### config.mk
export PLATFORM = sky130hd
export DESIGN_NAME = vec_redirect_remap
export DESIGN_NICKNAME = d
export VERILOG_FILES = /design/src/rtl/vecmap_pkg.sv /design/src/rtl/prot_boundary_decode.sv /design/src/rtl/vec_window_detect.sv /design/src/rtl/vec_addr_select.sv /design/src/rtl/vec_redirect_remap.sv
export SDC_FILE = /design/constraint.sdc
export NUM_CORES = 1
export LEC_CHECK = 0
export ABC_AREA = 1
export BUFFER_PORTS_ARGS = -buffer_cell sky130_fd_sc_hd__buf_4
export CAP_MARGIN = 20
export CORE_AREA = 2 2 39 41
export DETAILED_ROUTE_END_ITERATION = 8
export DIE_AREA = 0 0 41 43
export PLACE_DENSITY_LB_ADDON = 0.1
export SLEW_MARGIN = 10
export SYNTH_ARGS = -nofsm -noshare
export SYNTH_HDL_FRONTEND = slang
export SYNTH_SLANG_ARGS = --single-unit
### constraint.sdc
create_clock -name vclk -period 1.65
set_input_delay 0.33 -clock vclk [all_inputs]
set_output_delay 0.33 -clock vclk [all_outputs]
set_load 0.02 [all_outputs]
### src/rtl/vecmap_pkg.sv
`timescale 1ns/1ps
package vecmap_pkg;
  // Classification of the protection setting
  typedef enum logic [1:0] {
    PSTATE_NONE    = 2'd0,
    PSTATE_PARTIAL = 2'd1,
    PSTATE_FULL    = 2'd2
  } prot_state_e;
endpackage

### src/rtl/prot_boundary_decode.sv
`timescale 1ns/1ps
module prot_boundary_decode
  import vecmap_pkg::*;
#(
  parameter int ADDR_W    = 16,
  parameter int GRAN_LOG2 = 9,
  localparam int CODE_W   = ADDR_W - GRAN_LOG2
) (
  input  logic              prot_on,
  input  logic [CODE_W-1:0] prot_granule,
  output logic [ADDR_W-1:0] prot_base,
  output prot_state_e       prot_state
);
  // Granule number -> lowest protected byte address
  function automatic logic [ADDR_W-1:0] granule_to_addr(input logic [CODE_W-1:0] code);
    return {code, {GRAN_LOG2{1'b0}}};
  endfunction

  always_comb begin
    prot_base = granule_to_addr(prot_granule);
    if (!prot_on)
      prot_state = PSTATE_NONE;
    else if (prot_granule == '0)
      prot_state = PSTATE_FULL;
    else
      prot_state = PSTATE_PARTIAL;
  end

  // a partial region always starts on a nonzero granule boundary
  always_comb begin
    if (prot_state == PSTATE_PARTIAL)
      p_partial_base_aligned_r8: assert (prot_base != '0 && prot_base[GRAN_LOG2-1:0] == '0);
  end
endmodule

### src/rtl/vec_window_detect.sv
`timescale 1ns/1ps
module vec_window_detect #(
  parameter int ADDR_W   = 16,
  parameter int VEC_LOG2 = 6
) (
  input  logic [ADDR_W-1:0] fetch_addr,
  input  logic              vec_fetch,
  output logic              in_window,
  output logic              is_reset_vec
);
  localparam int SPAN = 1 << VEC_LOG2;
  localparam logic [VEC_LOG2-1:0] RST_OFS = VEC_LOG2'(SPAN - 2);

  logic              top_block;
  logic [VEC_LOG2-1:0] ofs;

  always_comb begin
    top_block    = (fetch_addr[ADDR_W-1:VEC_LOG2] == '1);
    ofs          = fetch_addr[VEC_LOG2-1:0];
    is_reset_vec = top_block && (ofs >= RST_OFS);
    in_window    = vec_fetch && top_block && !is_reset_vec;
  end

  // the reset vector is never part of the relocatable window
  always_comb begin
    p_window_excl_reset_r5: assert (!(in_window && is_reset_vec));
  end
endmodule

### src/rtl/vec_addr_select.sv
`timescale 1ns/1ps
module vec_addr_select
  import vecmap_pkg::*;
#(
  parameter int ADDR_W   = 16,
  parameter int VEC_LOG2 = 6
) (
  input  logic [ADDR_W-1:0] fetch_addr,
  input  logic              in_window,
  input  logic              redir_off,
  input  prot_state_e       prot_state,
  input  logic [ADDR_W-1:0] prot_base,
  output logic [ADDR_W-1:0] phys_addr,
  output logic              redirect_taken
);
  localparam logic [ADDR_W-1:0] SPAN = ADDR_W'(1 << VEC_LOG2);

  // New location: window of equal size just below the protected base
  function automatic logic [ADDR_W-1:0] relocate(input logic [ADDR_W-1:0] base,
                                                 input logic [ADDR_W-1:0] addr);
    logic [ADDR_W-1:0] ofs;
    ofs = {{(ADDR_W-VEC_LOG2){1'b0}}, addr[VEC_LOG2-1:0]};
    return base - SPAN + ofs;
  endfunction

  always_comb begin
    redirect_taken = in_window && !redir_off && (prot_state == PSTATE_PARTIAL);
    phys_addr      = redirect_taken ? relocate(prot_base, fetch_addr) : fetch_addr;
  end

  // a relocated read lands below the protected base with its offset kept
  always_comb begin
    if (redirect_taken) begin
      p_below_base_r4: assert (phys_addr < prot_base);
      p_offset_kept_r4: assert (phys_addr[VEC_LOG2-1:0] == fetch_addr[VEC_LOG2-1:0]);
    end
  end
endmodule

### src/rtl/vec_redirect_remap.sv
`timescale 1ns/1ps
module vec_redirect_remap
  import vecmap_pkg::*;
#(
  parameter int ADDR_W    = 16,
  parameter int GRAN_LOG2 = 9,
  parameter int VEC_LOG2  = 6,
  localparam int CODE_W   = ADDR_W - GRAN_LOG2
) (
  input  logic [ADDR_W-1:0] fetch_addr,
  input  logic              vec_fetch,
  input  logic              redir_off,
  input  logic              prot_on,
  input  logic [CODE_W-1:0] prot_granule,
  output logic [ADDR_W-1:0] phys_addr
);
  logic [ADDR_W-1:0] prot_base;
  prot_state_e       prot_state;
  logic              in_window;
  logic              is_reset_vec;
  logic              redirect_taken;

  prot_boundary_decode #(.ADDR_W(ADDR_W), .GRAN_LOG2(GRAN_LOG2)) u_decode (
    .prot_on      (prot_on),
    .prot_granule (prot_granule),
    .prot_base    (prot_base),
    .prot_state   (prot_state)
  );

  vec_window_detect #(.ADDR_W(ADDR_W), .VEC_LOG2(VEC_LOG2)) u_window (
    .fetch_addr   (fetch_addr),
    .vec_fetch    (vec_fetch),
    .in_window    (in_window),
    .is_reset_vec (is_reset_vec)
  );

  vec_addr_select #(.ADDR_W(ADDR_W), .VEC_LOG2(VEC_LOG2)) u_select (
    .fetch_addr     (fetch_addr),
    .in_window      (in_window),
    .redir_off      (redir_off),
    .prot_state     (prot_state),
    .prot_base      (prot_base),
    .phys_addr      (phys_addr),
    .redirect_taken (redirect_taken)
  );

  always_comb begin
    if (redir_off)
      p_off_passthru_r1: assert (phys_addr == fetch_addr);
    if (!prot_on)
      p_noprot_passthru_r2: assert (phys_addr == fetch_addr);
    if (prot_on && prot_granule == '0)
      p_fullprot_passthru_r3: assert (phys_addr == fetch_addr);
    if (is_reset_vec)
      p_reset_fixed_r5: assert (phys_addr == fetch_addr);
    if (!in_window)
      p_outside_passthru_r6: assert (phys_addr == fetch_addr && !redirect_taken);
    if (!vec_fetch)
      p_data_passthru_r7: assert (phys_addr == fetch_addr);
  end
endmodule

==> results by group <==
Setup path
  • Setup CP Type: input pin to primary output
  • Worst endpoint required time: 1320 ps
  • Worst Path Max Fanout: 7
  • Crit. End Element: primary output
  • Arr. time, crit path: 1260 ps
  • Crit start category: input pin

Worst hold path
  • Worst hold path type: input pin to primary output

Global routing
  • First-pass GRT wire length: 1890 um
  • Largest net degree at the start of global routing: 8
  • Grt total ovfl: 0
  • GRT Total Usage: 14.4%
  • Initial antenna violation count: 0
  • Vias in the first global route: 533

Route
  • Initial drt markers: 10
  • Mean routed wirelength per cell: 9.21 um
  • DRT Pass-1 Iters: 4
  • DRC: 0
  • Detail Route Antenna Nets: 0
  • Vias: 636
  • DRT Wirelength: 1300 um
  • Vias per std cell: 4.51

STA
  • Setup violators final: 0
  • Pins Over Slew Limit: 0
  • Achievable frequency: 628 MHz
  • Tcrit/Tclk final: 96.4%
  • Rel. slew slack: 82.7%
  • Min Tclk post-route: 1590 ps
  • TNS Setup: 0 ps
  • Hold Violations, Final: 0
  • Worst-Margin Slew: 259 ps

Die
  • DIE WIDTH: 41 um
  • Row cnt: 14
  • I/O pin total: 42
  • Chip Height: 43 um
  • Die ar.: 1760 um2
  • Core Area: 1380 um2
  • Initial Utilization: 35.8%

Placed design
  • Placed inst area: 767 um2
  • I/O Buffers: 40
  • Dpl hpwl: 1140 um
  • GPL Wtd Cong: 0.705
  • Dpl cells: 141

Power
  • Ratio of total power to cell area: 224 nW/um2
  • Leakage power: 0.483 nW
  • Maximum vdd ir drop: 96.4 uV

Job
  • Max-capacitance violation count: 0

Layout
  • Fraction of layout cells with a size suffix above 1: 49.6%
  • Final nets: 155
  • Area grow syn2layout: 69.4%
  • Final instance area: 840 um2
  • Clock buffer count: 0
  • ANT cells: 0
  • Most frequent cells in the layout: buf_4, nand2_1, nand3_1, inv_1, nor2_1
  • Sequential cell area: 0 um2
  • Commonest non-fill, non-tap cell in the layout: buf_4
  • Post-route non-filler standard cell count: 141
  • Seq_cells: 0
  • Final core utilization: 60.7%

Synth
  • Register area share after synthesis: 0%
  • Netlist Area Pre-Place: 495 um2
  • Main combinational cell family by area after synthesis: simple AND/OR/NAND/NOR gates
  • Syn Nets: 121
  • Synth Area in Compound Gates: 0%
  • Post-Synthesis Cells: 93
  • Post-Synth XOR/XNOR Area: 3.54%
  • Count of unique library cells instantiated by Yosys: 15
  • Synth warn: 0
  • Multiplexer area fraction after synthesis: 0%
  • Syn avg cell area: 5.33 um2
  • Synth Area in Adders: 5.05%
  • Post-Synth Simple-Gate Area: 71.0%

Outcome
  • Status: complete, no violations

Clock network
  • Hold Buf Count CTS: 0
  • Postcts setup bufs: 0
through the flow:
step           hold slack (ps)  power [mW]  setup slack, ps
2_1_floorplan              773      0.0896              101
3_3_place_gp               660       0.170            -40.7
3_5_place_dp               660       0.172            -49.8
4_1_cts                    660       0.174             5.28
5_1_grt                    660       0.206            -20.0
6_report                   660       0.188             58.9
synthesized netlist by cell type, drive strengths merged:
cell type | n | share of area [%]
nand2 | 37 | 31
clkbuf | 3 | 2.3
nor2 | 16 | 24
ha | 2 | 5.0
nand4 | 2 | 2.5
xnor2 | 1 | 1.8
xor2 | 1 | 1.8
inv | 12 | 9.1
nand3b | 1 | 1.5
buf | 6 | 9.1
nand3 | 12 | 12
cells by family (layout without fill, tap and decap cells):
| logic type | count (synthesis) | after routing |
|---|---|---|
| simple gates | 68 | 68 |
| buf+inv | 21 | 53 |
| fa+ha+maj | 2 | 2 |
| xor+xnor | 2 | 2 |
critical path: stages:
cell and delay [ps]:
buf_4 120, inv_2 80, ha_4 140, nand2_4 60, nor2_8 140, nor2_8 70
nand2_4 100, nand2_2 50, nand2_1 50, buf_4 130
repair_timing:
action,CTS,global route
pin swaps,1,5
resized for setup,1,21
endpoints found under the setup margin,7,7
report_power, final:
group	switching [mW]	total (mW)	internal (mW)
Sequential	0	0	0
Clock	0	0	0
Combinational	0.0946	0.188	0.0932
layer usage:
layer	vias up	part of all wire (%)	track usage, %
met2	23	57	28.4
met4	0	0	0
met1	271	37	16.8
li1	342	-	-
met3	0	6.0	0
met5	-	0	0
final cells by class:
| type | instances | area, um2 |
|---|---|---|
| multi-input cells | 72 | 447 |
| repair buffers | 41 | 323 |
| well taps | 16 | 20.0 |
| inverters | 12 | 50.0 |
| fillers | 144 | 544 |
path summary, 6_finish.rpt:
path	to	slack, ps	depth (start not counted)	startpoint
worst max-delay path	phys_addr[11]	60	10	prot_granule[1]
worst min-delay path	phys_addr[0]	660	0	fetch_addr[0]
Note: power is estimated with default switching activity, not from simulation.
